==> src/rtl/aes_seq_pkg.sv <==
package aes_seq_pkg;

    localparam int SEQ_W = 5;

    typedef logic [SEQ_W-1:0] seq_t;

    typedef enum logic [1:0] {
        MODE_IDLE   = 2'd0,
        MODE_ROUNDS = 2'd1,
        MODE_OUTPUT = 2'd2
    } mode_e;

    typedef enum logic [1:0] {
        PH_KEYADD = 2'd0,
        PH_SHIFT  = 2'd1,
        PH_MIX    = 2'd2
    } phase_e;

    // One shift step: bits move toward the MSB, feedback enters at bit 0.
    function automatic seq_t seq_step(seq_t s, int tap_hi, int tap_lo);
        seq_t n;
        n = {s[SEQ_W-2:0], s[tap_hi-1] ^ s[tap_lo-1]};
        return n;
    endfunction

    // State reached after a given number of steps from the seed.
    function automatic seq_t seq_at(seq_t seed, int tap_hi, int tap_lo, int steps);
        seq_t s;
        s = seed;
        for (int i = 0; i < steps; i++) begin
            s = seq_step(s, tap_hi, tap_lo);
        end
        return s;
    endfunction

endpackage

==> src/rtl/aes_seq_lfsr.sv <==
module aes_seq_lfsr
    import aes_seq_pkg::*;
#(
    parameter int   TAP_HI     = 5,
    parameter int   TAP_LO     = 1,
    parameter seq_t SEED       = 5'h01,
    parameter int   KEYADD_LEN = 16,
    parameter int   ROUND_LEN  = 21,
    parameter int   OUT_LEN    = 16
) (
    input  logic clk,
    input  logic rst_n,
    input  logic run,
    output seq_t state,
    output logic at_keyadd_end,
    output logic at_shift,
    output logic at_term,
    output logic at_out_end
);

    localparam seq_t ST_KEYADD_END = seq_at(SEED, TAP_HI, TAP_LO, KEYADD_LEN - 1);
    localparam seq_t ST_SHIFT      = seq_at(SEED, TAP_HI, TAP_LO, KEYADD_LEN);
    localparam seq_t ST_TERM       = seq_at(SEED, TAP_HI, TAP_LO, ROUND_LEN - 1);
    localparam seq_t ST_OUT_END    = seq_at(SEED, TAP_HI, TAP_LO, OUT_LEN - 1);

    typedef struct packed {
        seq_t state;
    } lfsr_reg_t;

    lfsr_reg_t r_d, r_q;

    always_comb begin
        r_d = r_q;
        if (!run) begin
            r_d.state = SEED;
        end else if (r_q.state == ST_TERM) begin
            r_d.state = SEED;
        end else begin
            r_d.state = seq_step(r_q.state, TAP_HI, TAP_LO);
        end
    end

    always_ff @(posedge clk or negedge rst_n) begin
        if (!rst_n) begin
            r_q.state <= SEED;
        end else begin
            r_q <= r_d;
        end
    end

    assign state         = r_q.state;
    assign at_keyadd_end = (r_q.state == ST_KEYADD_END);
    assign at_shift      = (r_q.state == ST_SHIFT);
    assign at_term       = (r_q.state == ST_TERM);
    assign at_out_end    = (r_q.state == ST_OUT_END);

    AST_SEQ_NONZERO: assert property (@(posedge clk) disable iff (!rst_n)
        r_q.state != '0);

endmodule

==> src/rtl/aes_seq_phase.sv <==
module aes_seq_phase
    import aes_seq_pkg::*;
(
    input  logic   clk,
    input  logic   rst_n,
    input  logic   launch,
    input  logic   wrap,
    input  logic   in_rounds,
    input  logic   at_keyadd_end,
    input  logic   at_shift,
    output phase_e phase
);

    typedef struct packed {
        phase_e phase;
    } phase_reg_t;

    phase_reg_t p_d, p_q;

    always_comb begin
        p_d = p_q;
        if (launch || wrap || !in_rounds) begin
            p_d.phase = PH_KEYADD;
        end else if (at_keyadd_end) begin
            p_d.phase = PH_SHIFT;
        end else if (at_shift) begin
            p_d.phase = PH_MIX;
        end
    end

    always_ff @(posedge clk or negedge rst_n) begin
        if (!rst_n) begin
            p_q.phase <= PH_KEYADD;
        end else begin
            p_q <= p_d;
        end
    end

    assign phase = p_q.phase;

    AST_SHIFT_SINGLE: assert property (@(posedge clk) disable iff (!rst_n)
        (in_rounds && p_q.phase == PH_SHIFT) |=> (p_q.phase != PH_SHIFT));

endmodule

==> src/rtl/aes_seq_round.sv <==
module aes_seq_round #(
    parameter int ROUNDS = 10,
    parameter int RW     = $clog2(ROUNDS + 1)
) (
    input  logic          clk,
    input  logic          rst_n,
    input  logic          launch,
    input  logic          wrap,
    input  logic          clear,
    output logic [RW-1:0] round,
    output logic          is_last
);

    localparam logic [RW-1:0] LAST = RW'(ROUNDS);

    typedef struct packed {
        logic [RW-1:0] round;
    } round_reg_t;

    round_reg_t c_d, c_q;

    always_comb begin
        c_d = c_q;
        if (launch) begin
            c_d.round = RW'(1);
        end else if (clear) begin
            c_d.round = '0;
        end else if (wrap && c_q.round != LAST) begin
            c_d.round = c_q.round + RW'(1);
        end
    end

    always_ff @(posedge clk or negedge rst_n) begin
        if (!rst_n) begin
            c_q.round <= '0;
        end else begin
            c_q <= c_d;
        end
    end

    assign round   = c_q.round;
    assign is_last = (c_q.round == LAST);

    AST_ROUND_RANGE: assert property (@(posedge clk) disable iff (!rst_n)
        c_q.round <= LAST);
    AST_ROUND_STEP: assert property (@(posedge clk) disable iff (!rst_n)
        (wrap && !is_last && !launch) |=> (c_q.round == $past(c_q.round) + RW'(1)));

endmodule

==> src/rtl/aes_round_seq.sv <==
module aes_round_seq
    import aes_seq_pkg::*;
#(
    parameter int   TAP_HI     = 5,
    parameter int   TAP_LO     = 1,
    parameter seq_t SEED       = 5'h01,
    parameter int   KEYADD_LEN = 16,
    parameter int   MIX_LEN    = 4,
    parameter int   ROUNDS     = 10,
    parameter int   OUT_LEN    = 16
) (
    input  logic       clk,
    input  logic       rst_n,
    input  logic       start,
    output logic       ark_phase,
    output logic       sr_phase,
    output logic       subword_phase,
    output logic       mix_en,
    output logic       key_en,
    output logic       out_phase,
    output logic       round_wrap,
    output logic [3:0] round_idx,
    output logic       last_round,
    output logic       done,
    output logic [4:0] seq_state
);

    localparam int ROUND_LEN = KEYADD_LEN + 1 + MIX_LEN;
    localparam int RW        = $clog2(ROUNDS + 1);

    typedef struct packed {
        mode_e mode;
        logic  done;
    } top_reg_t;

    top_reg_t t_d, t_q;

    logic          launch, wrap, final_wrap, out_end, run, in_rounds;
    logic          at_keyadd_end, at_shift, at_term, at_out_end, is_last;
    seq_t          state;
    phase_e        phase;
    logic [RW-1:0] round;

    assign in_rounds  = (t_q.mode == MODE_ROUNDS);
    assign launch     = start && (t_q.mode == MODE_IDLE);
    assign wrap       = in_rounds && at_term;
    assign final_wrap = wrap && is_last;
    assign out_end    = (t_q.mode == MODE_OUTPUT) && at_out_end;
    assign run        = (t_q.mode != MODE_IDLE) && !out_end;

    always_comb begin
        t_d      = t_q;
        t_d.done = out_end;
        unique case (t_q.mode)
            MODE_IDLE:   if (launch)     t_d.mode = MODE_ROUNDS;
            MODE_ROUNDS: if (final_wrap) t_d.mode = MODE_OUTPUT;
            MODE_OUTPUT: if (out_end)    t_d.mode = MODE_IDLE;
            default:                     t_d.mode = MODE_IDLE;
        endcase
    end

    always_ff @(posedge clk or negedge rst_n) begin
        if (!rst_n) begin
            t_q.mode <= MODE_IDLE;
            t_q.done <= 1'b0;
        end else begin
            t_q <= t_d;
        end
    end

    aes_seq_lfsr #(
        .TAP_HI    (TAP_HI),
        .TAP_LO    (TAP_LO),
        .SEED      (SEED),
        .KEYADD_LEN(KEYADD_LEN),
        .ROUND_LEN (ROUND_LEN),
        .OUT_LEN   (OUT_LEN)
    ) u_lfsr (
        .clk          (clk),
        .rst_n        (rst_n),
        .run          (run),
        .state        (state),
        .at_keyadd_end(at_keyadd_end),
        .at_shift     (at_shift),
        .at_term      (at_term),
        .at_out_end   (at_out_end)
    );

    aes_seq_phase u_phase (
        .clk          (clk),
        .rst_n        (rst_n),
        .launch       (launch),
        .wrap         (wrap),
        .in_rounds    (in_rounds),
        .at_keyadd_end(at_keyadd_end),
        .at_shift     (at_shift),
        .phase        (phase)
    );

    aes_seq_round #(
        .ROUNDS(ROUNDS),
        .RW    (RW)
    ) u_round (
        .clk    (clk),
        .rst_n  (rst_n),
        .launch (launch),
        .wrap   (wrap),
        .clear  (out_end),
        .round  (round),
        .is_last(is_last)
    );

    assign out_phase     = (t_q.mode == MODE_OUTPUT);
    assign ark_phase     = (in_rounds && phase == PH_KEYADD) || out_phase;
    assign sr_phase      = in_rounds && phase == PH_SHIFT;
    assign subword_phase = in_rounds && phase == PH_MIX;
    assign last_round    = in_rounds && is_last;
    assign mix_en        = subword_phase && !is_last;
    assign key_en        = (t_q.mode != MODE_IDLE) && !sr_phase;
    assign round_wrap    = wrap;
    assign round_idx     = 4'(round);
    assign done          = t_q.done;
    assign seq_state     = 5'(state);

    AST_KEY_HOLD: assert property (@(posedge clk) disable iff (!rst_n)
        sr_phase |-> !key_en);
    AST_PHASE_EXCL: assert property (@(posedge clk) disable iff (!rst_n)
        $onehot0({sr_phase, subword_phase, out_phase}));
    AST_MIX_LAST: assert property (@(posedge clk) disable iff (!rst_n)
        last_round |-> !mix_en);
    AST_DONE_PULSE: assert property (@(posedge clk) disable iff (!rst_n)
        done |=> !done);
    AST_WRAP_TO_KEYADD: assert property (@(posedge clk) disable iff (!rst_n)
        (round_wrap && !last_round) |=> (ark_phase && !out_phase));

endmodule

==> config.mk <==
export PLATFORM = sky130hd
export DESIGN_NAME = aes_round_seq
export DESIGN_NICKNAME = d
export VERILOG_FILES = /design/src/rtl/aes_seq_pkg.sv /design/src/rtl/aes_seq_lfsr.sv /design/src/rtl/aes_seq_phase.sv /design/src/rtl/aes_seq_round.sv /design/src/rtl/aes_round_seq.sv
export SDC_FILE = /design/constraint.sdc
export NUM_CORES = 1
export LEC_CHECK = 0
export ABC_AREA = 0
export BUFFER_PORTS_ARGS = -buffer_cell sky130_fd_sc_hd__buf_4
export CAP_MARGIN = 40
export CORE_UTILIZATION = 44
export DETAILED_ROUTE_END_ITERATION = 10
export PLACE_DENSITY = 0.72
export SYNTH_ARGS = -nofsm -noshare
export SYNTH_HDL_FRONTEND = slang
export SYNTH_HIERARCHICAL = 1
export SYNTH_SLANG_ARGS = --single-unit
==> constraint.sdc <==
create_clock -name clk -period 1.9 [get_ports clk]
set_input_delay 0.19 -clock clk [delete_from_list [all_inputs] [get_ports clk]]
set_output_delay 0.19 -clock clk [all_outputs]
set_load 0.01 [all_outputs]
---- Word level (Yosys, flattened, before mapping) ----
Cells that the tools add are included.
operators by class
  bitwise operators ....................... 1
  reduce and logical (&&, ||, !) cells .... 25
  eq/ne operators ......................... 12
  $add $sub $neg .......................... 1
  muxes and demuxes ....................... 12
operators by type and width
  kind                 number
  $eq 5x5->1 const B   3
  $logic_and 1x1->1    12
  $mux 2               6
  $mux 4               3
  $mux 5               2
  $pmux 2 s3           1
  $reduce_bool 3->1    2
  $add 4x1->4 const B  1
  $eq 2x1->1 const B   2
  $eq 2x2->1 const B   2
  $eq 4x4->1 const B   1
  $logic_not 1->1      4
  $logic_not 2->1      2
  $ne 2x1->1 const B   2
  $ne 4x4->1 const B   1
  $logic_or 1x1->1     3
  $reduce_and 3->1     1
  $ne 2x2->1 const B   1
  $reduce_bool 2->1    1
  $xor 1x1->1          1
storage, ports and cells
  word-level logic and storage cells ...... 56
  input bits .............................. 3
  bits in registers ....................... 14
  output and inout bits ................... 18

---- Longest topological paths before layout ----
Gate-level depths: netlist (run 1).
  depth after elaboration ................. 6
  depth in mapped cells ................... 6
  depth with buffers taken out ............ 6

---- By module ----
Netlist (run 1), hierarchy kept.
modules (own cells, without submodules)
  module         times used  cells each  area an instance (um^2)
  aes_seq_round  1           24          239.0
  aes_seq_lfsr   1           16          221.5
  aes_round_seq  1           23          206.4
  aes_seq_phase  1           8           87.6

---- Worst setup path after synthesis (run 1) ----
OpenSTA, ideal clock, no wires.
  path kind ............................... reg2reg
  start point ............................. register u_lfsr/state[2] (netlist name)
  end point ............................... register u_round/round[0] (netlist name)
  stages on the path, launching flop included .. 7
  data required time ...................... 1.761 ns
  setup time .............................. 0.139 ns
  setup slack ............................. -0.066 ns
  arrival time ............................ 1.827 ns
  path through ............................ dfrtp_1 -> nand2b_4 -> nor4b_2 -> buf_4 -> and2_1 -> nor4_1 -> or4_1
on the way
  cells in the longest elaborated chain, start to end .. 4
ends and longest elaborated chain
  what                   line                 RTL
  $eq 5x5->1 (*)         --
  net at_keyadd_end      aes_round_seq.sv:39  logic at_keyadd_end, at_shift, at_term, at_out_end, is_last;
  $logic_and 1x1->1 (*)  aes_round_seq.sv:48  assign out_end = (t_q.mode == MODE_OUTPUT) && at_out_end;
  net out_end            aes_round_seq.sv:38  logic launch, wrap, final_wrap, out_end, run, in_rounds;
  $mux 4                 aes_seq_round.sv:26  end else if (clear) begin
  $mux 4                 aes_seq_round.sv:24  if (launch) begin
Mark *: on every way through the listed nets, which the timed path passes. The rest lies on a longest branch.
A chain may end at the register's enable or synchronous reset.

---- Worst setup path after layout (run 1) ----
  start point ............................. register u_round/round[0] (netlist name)
  end point ............................... output mix_en
on the way
  cells in the longest elaborated chain, start to end .. 3
ends and longest elaborated chain
  what               line                  RTL
  $eq 4x4->1         aes_seq_round.sv:42   assign is_last = (c_q.round == LAST);
  net is_last        aes_round_seq.sv:39
  $logic_not 1->1    aes_round_seq.sv:118  assign mix_en = subword_phase && !is_last;
  $logic_and 1x1->1  aes_round_seq.sv:118
  end, declared      aes_round_seq.sv:18   output logic mix_en,
The timed path passes the listed nets, and every way through them passes these cells.

==> key figures, run 1 <==
Timing
  • FMAX: 547 MHz
  • Setup Viol. Count Final: 0
  • Final WS setup: between 0.07 and 0.08 ns
  • Hold Vio Cnt, Final: 0
  • Worst rel slew slack: approximately three fifths
  • Final worst path period share: a little over nine tenths
  • Setup TNS: 0 ns
  • Slew Limit Fails: 0
  • Clk_skew: 0.00917 ns
  • Slew @ Worst Pin: 0.618 ns
  • Min Tclk post-route: between 1.5 and 2 ns
  • RSZ-0062 raised after global routing: no

Synth
  • Cell area after synthesis: 754 um2
  • Top_reg_cell synth: dfrtp_1
  • Synth warnings: 6
  • EDFF count, synth: 0
  • Sequential-to-total area share from yosys stat: between 40% and 50%
  • Cell variety after synth: 32
  • Avg Inst Size Synth: roughly 11 um2
  • FF+latch count, synth: 14
  • Syn nets: 76
  • Asr flop ratio synth: 100%
  • Post-Syn Instances: a little over 70

Clock tree
  • Clock latency at the later pin of the worst-skew pair: approximately 0.28 ns
  • TritonCTS Buffers: 3
  • Clock Tree Buf Depth: 2
  • Clk slew on worst S/H paths: about 0.09 ns
  • TritonCTS clock tree: yes
  • Clock net sink count: 14
  • CTS root buf: clkbuf_4
  • H-Tree Depth: 1

Detailed routing
  • DR WL/cell: ~14 um
  • Post-route ant nets: 0
  • Vias: 623
  • Via density: 5.51
  • Initial DRC count: 26
  • Drt total wl: approximately 1600 um
  • DR pass1 iterations: 7
  • DRC Markers: 4

Global route
  • Initial antenna violation count: 0
  • Number of global-route vias before repair: ~570
  • GRT met2 Usage: between 20 and 30%
  • First-pass GRT wire length: 2770 um
  • GR peak layer: met2
  • Met3 Usage GRT: approximately 6.3%
  • Largest net degree at the start of global routing: 15
  • GR Overflow Total: 0
  • Met1 Use GR: 28.8%
  • GRT Util Overall: 20.6%

Critical path
  • Crit-path max cell delay: 0.38 ns
  • Slowest cell on the critical path: dfrtp_1
  • Crit-path cells: inv_1 > ha_1 > and3b_2 > nor4b_2 > buf_4
  • Setup crit end kind: primary output
  • CP startpoint kind: flip-flop
  • CP Data Required Time: 1.71 ns
  • Crit path buffers/inverters: 2
  • Max FO, Critical Path: 9
  • Top delay family on crit path: simple AND/OR/NAND/NOR gates
  • Critical Path AT: ~1.6 ns
  • R2R Setup Slk: about 0.14 ns
  • Critical path type: reg -> out

Placed design
  • Post-DP HPWL: roughly 1200 um
  • IO buf count: 20
  • Placement Setup Slack: ~0.048 ns
  • GPL Wtd Cong: ~0.85

Finish
  • Nets: 103
  • Most frequent cells in the layout: buf_4 (23), dfrtp_1 (13), and2_1 (5)
  • Layout cell share with drive strength beyond 1: a little under 40%
  • Most common cell after layout, fill and taps aside: buf_4
  • Utilization after layout: a little over three fifths
  • Diode count: 0
  • Area growth from synthesis to layout: 30.5%

Pwr
  • PD cells: ~1500 nW/um2
  • Cell-internal power: 0.891 mW
  • Flop pwr share: between 40 and 50%
  • Switching portion of total power: 38.1%
  • Leakage power: 0.459 nW
  • Switch Pwr: 0.548 mW
  • Total Power: around 1.4 mW
  • Power share of the combinational group: 47.4%
  • Maximum vdd ir drop: just under 0.9 mV
  • Clock power frac: around 12%

Die
  • # IOs: 21
  • Initial core utilization: 48.4%
  • Row count: 14
  • Chip Width: ~43 um
  • Die Height: 43.4 um
  • Die area: roughly 1900 um2
  • CORE AREA: 1560 um2

Status
  • Outcome: finished with violations
  • Failing checks: DRC

Job
  • # Max-Cap Violations: 0

Min path
  • Hold WC Path Type: in -> reg
-- power groups by stage --
stage / clock network, mW / logic, mW / registers (mW)
6_report: 0.177 / 0.682 / 0.579
5_1_grt: 0.203 / 0.744 / 0.599
4_1_cts: 0.183 / 0.682 / 0.570
3_5_place_dp: 0 / 0.652 / 0.582
3_3_place_gp: 0 / 0.642 / 0.578
2_1_floorplan: 0 / 0.330 / 0.601
-- tightest hold or removal path, stage by stage --
cell	delay (ns)
buf_4	0.11
nor2_1	0.08
a311oi_1	0.06
-- routing by layer --
layer  vias to the layer above  part of all wire (%)
met1                       302                    48
met2                        17                    46
met3                         2                   4.7
met4                         0                  0.86
li1                        302                     -
met5                         -                     0
-- area by class of cell --
type                    count  area, um2
fillers                   133        574
multi-input cells          51        389
well taps                  16       20.0
flip-flops and latches     14        352
clock buffers               4       26.3
repair buffers             24        183
inverters                   4       15.0
-- metrics by stage --
step	instance area, um2	instances	hold slack, ns
finish	985	113	0.206
global route	985	113	0.215
CTS	976	113	0.201
detailed placement	932	107	0.0509
global placement	932	107	0.0468
floorplan	766	71	-0.106
-- worst paths after layout --
kind                                  start               end  cells past startpoint
max                        u_round/round[0]            mix_en                      5
min                                   start            t_q[1]                      3
max reg2reg                 u_lfsr/state[1]  u_round/round[1]                      5
min reg2reg                 u_lfsr/state[2]   u_lfsr/state[3]                      1
max in group asynchronous             rst_n   u_lfsr/state[0]                      2
min in group asynchronous             rst_n  u_round/round[2]                      2
-- cells by family after synthesis --
| group | share of synthesized area (%) |
|---|---|
| and+or+nand+nor | 36.0 |
| AOI/OAI and AO/OA | 7.30 |
| buffers and inverters | 4.48 |
| xor gates and xnor gates | 2.32 |
| adders and majority gates | 3.32 |
| DFF | 46.6 |
-- sequential cells by signal, indices dropped and copies added (netlist names) --
name / count
t_q: 2
u_phase/phase: 2
u_round/round: 4
done: 1
u_lfsr/state: 5
-- what timing repair did --
item	in CTS	in global routing
cloned	0	0
endpoints found under the hold margin	14	0
hold buffers	1	0
setup endpoints to repair	1	3
gates resized for setup	0	3
setup buffers	1	0
-- cell usage after synthesis (all sizes together) (2+ instances only) --
| library cell | count | area (um2) |
|---|---|---|
| dfrtp | 13 | 325 |
| and2 | 7 | 43.8 |
| nand2b | 6 | 47.5 |
| inv | 4 | 15.0 |
| nand2 | 4 | 15.0 |
| nor2 | 4 | 15.0 |
| nor3 | 3 | 20.0 |
| nor3b | 3 | 22.5 |
| nor4b | 3 | 45.0 |
| a211oi | 2 | 15.0 |
| a21o | 2 | 15.0 |
| buf | 2 | 18.8 |
| ha | 2 | 25.0 |
| nor4 | 2 | 12.5 |
| or3 | 2 | 12.5 |
Note: power is estimated with default switching activity, not from simulation.
==> inputs of run 2 (changes only) <==
--- a/config.mk
+++ b/config.mk
@@ -11,6 +11,7 @@
 export CORE_UTILIZATION = 44
 export DETAILED_ROUTE_END_ITERATION = 10
 export PLACE_DENSITY = 0.72
+export SKIP_CTS_REPAIR_TIMING = 1
 export SYNTH_ARGS = -nofsm -noshare
 export SYNTH_HDL_FRONTEND = slang
 export SYNTH_HIERARCHICAL = 1
==> constraint.sdc (replaced) <==
create_clock -name clk -period 1.51 [get_ports clk]
set_input_delay 0.151 -clock clk [delete_from_list [all_inputs] [get_ports clk]]
set_output_delay 0.151 -clock clk [all_outputs]
set_load 0.01 [all_outputs]
==> run 2 against run 1 <==
The flow finishes with violations (DRC, setup timing). Clock-buffer cell count unchanged. Power increased by 49%. Design area increased by 23%. Critical path depth increased by 1. Clock power increased by 26%. Hold slack got worse by 0.049 ns. Final cell count increased by 20%.
==> key figures, run 2 (synthesized netlist as in run 1, its figures left out) <==
Status
  • Outcome: finished with violations
  • Failing checks: DRC, setup timing

Finish
  • Max reg flops: 5
  • Most frequent cells in the layout: buf_4 (43), dfrtp_1 (12), and2_1 (5)
  • Diode count: 0
  • Biggest regs: u_lfsr/state (5), u_round/round (4)
  • Layout cell share with drive strength beyond 1: roughly 57%
  • Most flop-heavy register: u_lfsr/state
  • Most common cell after layout, fill and taps aside: buf_4
  • Area growth from synthesis to layout: 60.7%
  • Area of the multi-input gates: roughly 430 um2
  • # fillers: roughly 110
  • Reg area: around 350 um2
  • Nets: between 100 and 150

Timing
  • Slew Limit Fails: 0
  • Clk_skew: 0.00884 ns
  • Hold Vio Cnt, Final: 0
  • Hold WS: between 0.15 and 0.2 ns
  • Min Tclk post-route: roughly 1.8 ns
  • Worst rel slew slack: between 70% and 80%
  • Slew @ Worst Pin: 0.319 ns
  • Final WS setup: -0.279 ns
  • RSZ-0062 raised after global routing: yes
  • Final worst path period share: 118%
  • Setup Viol. Count Final: 7
  • Setup TNS: -0.936 ns
  • FMAX: between 500 and 600 MHz

Global route
  • Number of global-route vias before repair: 670
  • GRT Util Overall: a little over a fifth
  • First-pass GRT wire length: 2880 um
  • Initial antenna violation count: 0
  • Largest net degree at the start of global routing: 15
  • GR Overflow Total: 0

Pwr
  • Cell-internal power: between 1 and 1.5 mW
  • Clock power frac: about a tenth
  • Switching portion of total power: 36.5%
  • Flop pwr share: between 30% and 40%
  • PD cells: between 1500 and 2000 nW/um2
  • Power share of the combinational group: between 50 and 60%
  • Maximum vdd ir drop: between 1 and 1.5 mV
  • Total Power: ~2.1 mW
  • Leakage power: between 0.5 and 0.6 nW
  • Switch Pwr: 0.782 mW

Placed design
  • Post-DP HPWL: about 1400 um
  • IO buf count: 20
  • GPL Wtd Cong: 0.807
  • Placement Setup Slack: -0.205 ns

Die
  • Chip Width: 43.4 um
  • Die area: about 1900 um2
  • Initial core utilization: between 40% and 50%
  • Row count: 14
  • Die Height: 43.4 um
  • # IOs: 21
  • CORE AREA: about 1600 um2

Clock tree
  • H-Tree Depth: 1
  • TritonCTS clock tree: yes
  • CTS root buf: clkbuf_4
  • TritonCTS Buffers: 3
  • Clock Tree Buf Depth: 2
  • Clock latency at the later pin of the worst-skew pair: 0.28 ns
  • Clk slew on worst S/H paths: 0.09 ns
  • Clock net sink count: 14

Detailed routing
  • Post-route ant nets: 0
  • WL met2: around 840 um
  • DR top layer: met4
  • Wire length on met3: ~70 um
  • Via density: 5.18
  • Initial DRC count: 12
  • Drt total wl: approximately 1800 um
  • DR WL/cell: 13.4 um
  • M1 WL: a little under 900 um
  • DR pass1 iterations: 7
  • Vias: 704
  • DRC Markers: 6

Critical path
  • Crit-path cells: inv_2 > ha_2 > and3b_2 > buf_6 > nor4b_2 > buf_4
  • Slowest cell on the critical path: dfrtp_1
  • Crit path buffers/inverters: 3
  • Max FO, Critical Path: 5
  • CP startpoint kind: flip-flop
  • Crit-path max cell delay: roughly 0.38 ns
  • Top delay family on crit path: simple AND/OR/NAND/NOR gates
  • Setup crit end kind: primary output
  • CP Data Required Time: roughly 1.4 ns
  • Critical Path AT: between 1.5 and 2 ns
  • Critical path type: reg -> out

Job
  • # Max-Cap Violations: 0

Min path
  • Hold WC Path Type: in -> reg
==> run 2: worst paths after layout <==
kind,depth (start not counted),slack (ns),start,endpoint
max,6,-0.28,u_round/round[0],mix_en
min,3,0.16,start,t_q[1]
max reg2reg,5,-0.14,u_lfsr/state[2],u_round/round[0]
min reg2reg,2,0.60,u_lfsr/state[2],u_lfsr/state[3]
max in group asynchronous,2,1.02,rst_n,u_lfsr/state[0]
min in group asynchronous,2,0.24,rst_n,t_q[2]
==> run 2: power by group through the flow <==
| stage | registers, mW | logic (mW) | clock network [mW] |
|---|---|---|---|
| floorplan | 0.766 | 0.432 | 0 |
| global placement | 0.667 | 1.12 | 0 |
| detailed placement | 0.678 | 1.14 | 0 |
| CTS | 0.674 | 1.14 | 0.234 |
| global route | 0.711 | 1.32 | 0.244 |
| finish | 0.693 | 1.23 | 0.223 |
==> run 2: routing by layer <==
layer  vias to the layer above  global-route usage [%]
met4                         0                    14.4
met5                         -                       0
met3                         4                    4.17
li1                        350                       -
met2                        15                    33.9
met1                       335                    27.2
==> run 2: final cells by class <==
cell class	count	area share (%)
inverters	4	1.24
multi-input cells	51	35.6
clock buffers	4	2.17
repair buffers	47	30.2
flip-flops and latches	14	29.1
well taps	16	1.65
==> run 2: through the flow <==
stage | utilization, % | area (um2) | std cells
2_1_floorplan | - | 781 | 71
3_3_place_gp | 70.9 | 1100 | 128
3_5_place_dp | 70.9 | 1100 | 128
4_1_cts | 72.6 | 1130 | 132
5_1_grt | 77.8 | 1210 | 136
6_report | 77.8 | 1210 | 136
==> run 2: tightest hold or removal path, delay by kind of cell <==
kind	cells	cell delay, ns
compound gates	1	0.06
simple gates	1	0.08
buf+inv	1	0.11
==> inputs of run 3 (changes only) <==
--- a/config.mk
+++ b/config.mk
@@ -11,6 +11,7 @@
 export CORE_UTILIZATION = 44
 export DETAILED_ROUTE_END_ITERATION = 10
 export PLACE_DENSITY = 0.72
+export SETUP_SLACK_MARGIN = 0.4
 export SKIP_CTS_REPAIR_TIMING = 1
 export SYNTH_ARGS = -nofsm -noshare
 export SYNTH_HDL_FRONTEND = slang
==> run 3 against run 2 <==
The flow still finishes with violations (DRC, setup timing). Via count grew 19%. Critical path depth is the same. Hold slack gained 0.095 ns. Clock power grew 25%. Clock skew shrank 0.0050 ns. Design area grew 18%. Final cell count grew 5.9%. Clock-buffer cell count is the same. Power grew 27%. First-iteration DRC count grew 83%. Die area is the same. Flip-flop and latch count is the same.
==> key figures, run 3 (synthesized netlist as in run 1, its figures left out) <==
Detailed routing
  • Drt total wl: 3080 um
  • Vias: between 800 and 900
  • Via density: roughly 5.8
  • Initial DRC count: 22
  • DR pass1 iterations: 7
  • DR WL/cell: between 20 and 25 um
  • Post-route ant nets: 0
  • DRC Markers: 5

Critical path
  • Critical path type: reg -> out
  • Crit path buffers/inverters: 3
  • CP Data Required Time: 1.36 ns
  • Worst flop-to-flop path endpoint: u_round/round[3]
  • Max FO, Critical Path: 4
  • R2R Path Start: u_lfsr/state[1]
  • R2R Setup Slk: -0.23 ns
  • Setup crit end kind: primary output
  • Top delay family on crit path: simple AND/OR/NAND/NOR gates
  • Slowest cell on the critical path: dfrtp_1
  • CP startpoint kind: flip-flop
  • Crit-path max cell delay: between 0.4 and 0.5 ns
  • Critical Path AT: 1.69 ns
  • R2R depth: 6
  • Crit-path cells: inv_2 > ha_4 > and3b_2 > buf_6 > nor4b_4 > buf_4

Placed design
  • Placed cell count: between 100 and 150
  • GPL Wtd Cong: ~0.8
  • IO buf count: 20
  • Placement Setup Slack: -0.244 ns
  • Post-DP HPWL: ~1400 um

Finish
  • Area growth from synthesis to layout: 89.9%
  • Layout cell share with drive strength beyond 1: between 70% and 80%
  • Biggest regs: u_lfsr/state (5), u_round/round (4)
  • Nets: between 100 and 150
  • Utilization after layout: 91.9%
  • # fillers: 55
  • Most flop-heavy register: u_lfsr/state
  • Non-Filler Instances: ~140
  • Most frequent cells in the layout: buf_4 (33), buf_6 (21), dfrtp_1 (10)
  • Most common cell after layout, fill and taps aside: buf_4
  • Diode count: 0
  • Max reg flops: 5

Clock tree
  • TritonCTS clock tree: yes
  • Clock Tree Buf Depth: 2
  • H-Tree Depth: 1
  • Clk slew on worst S/H paths: about 0.090 ns
  • TritonCTS Buffers: 3
  • Clock net sink count: 14
  • Clock latency at the later pin of the worst-skew pair: ~0.28 ns
  • CTS root buf: clkbuf_4

Status
  • Failing checks: DRC, setup timing
  • Outcome: finished with violations

Timing
  • Clk_skew: 0.00387 ns
  • Hold WS: between 0.2 and 0.3 ns
  • FMAX: 542 MHz
  • Final worst path period share: 122%
  • RSZ-0062 raised after global routing: yes
  • Worst rel slew slack: between 70% and 80%
  • Min Tclk post-route: 1.85 ns
  • Final WS setup: -0.335 ns
  • Slew @ Worst Pin: approximately 0.32 ns
  • Setup Viol. Count Final: 9
  • Hold Vio Cnt, Final: 0
  • Slew Limit Fails: 0

Global route
  • GR Overflow Total: 0
  • Largest net degree at the start of global routing: 15
  • First-pass GRT wire length: approximately 3000 um
  • GRT Util Overall: between 20% and 30%
  • Initial antenna violation count: 0
  • Number of global-route vias before repair: between 600 and 700

Die
  • # IOs: 21
  • Chip Width: around 43 um
  • Die Height: roughly 43 um
  • Initial core utilization: a little under 50%
  • Row count: 14
  • CORE AREA: 1560 um2
  • Die area: between 1500 and 2000 um2

Min path
  • Hold WC Path Type: in -> async

Pwr
  • Leakage power: between 0.6 and 0.7 nW
  • Maximum vdd ir drop: approximately 1.5 mV
  • PD cells: ~1900 nW/um2

Job
  • # Max-Cap Violations: 0
-- run 3: worst max path at each step --
stage / startpoint / to / slack [ns] / cells after the start
6_report: u_round/round[0] / mix_en / -0.34 / 6
5_1_grt: u_round/round[0] / mix_en / -0.41 / 6
3_3_place_gp: u_lfsr/state[1] / u_round/round[1] / -0.16 / 5
2_1_floorplan: u_lfsr/state[2] / u_round/round[0] / -0.28 / 6
4_1_cts: u_round/round[0] / mix_en / -0.30 / 6
3_5_place_dp: u_lfsr/state[1] / u_round/round[1] / -0.24 / 5
-- run 3: routing by layer --
metal  track usage [%]  vias up  wire length [um]
met4              11.3        0               160
li1                  -      368                 -
met2              36.4       43              1680
met5                 0        -                 0
met1              28.0      410              1090
met3              5.00       19               145
-- run 3: power by group --
group	switching [mW]	leakage, nW	internal (mW)	total (mW)
combinational	0.673	0.484	1.02	1.69
sequential	0.218	0.166	0.535	0.754
clock	0.131	0.0210	0.147	0.278
-- run 3: worst register-to-register path, delay by kind of cell (launching register included) --
kind	cells	cell delay, ns
DFF	1	0.46
and+or+nand+nor	4	0.88
xor gates and xnor gates	1	0.21
buffers and inverters	1	0.10
-- run 3: through the flow --
stage | instance area (um2) | power (mW) | setup TNS (ns)
finish | 1430 | 2.72 | -1.67
global route | 1430 | 2.82 | -2.37
CTS | 1140 | 2.10 | -1.38
detailed placement | 1100 | 1.82 | -0.664
global placement | 1100 | 1.78 | -0.470
floorplan | 795 | 1.22 | -0.632
-- run 3: layout make-up --
cell class                 instances  area, um2  area share, %
clock buffer                       4       36.3           2.53
inverter                           4       17.5           1.22
multi-input combinational         51        509           35.5
sequential                        14        355           24.8
tap                               16       20.0           1.40
timing repair buffer              55        494           34.5
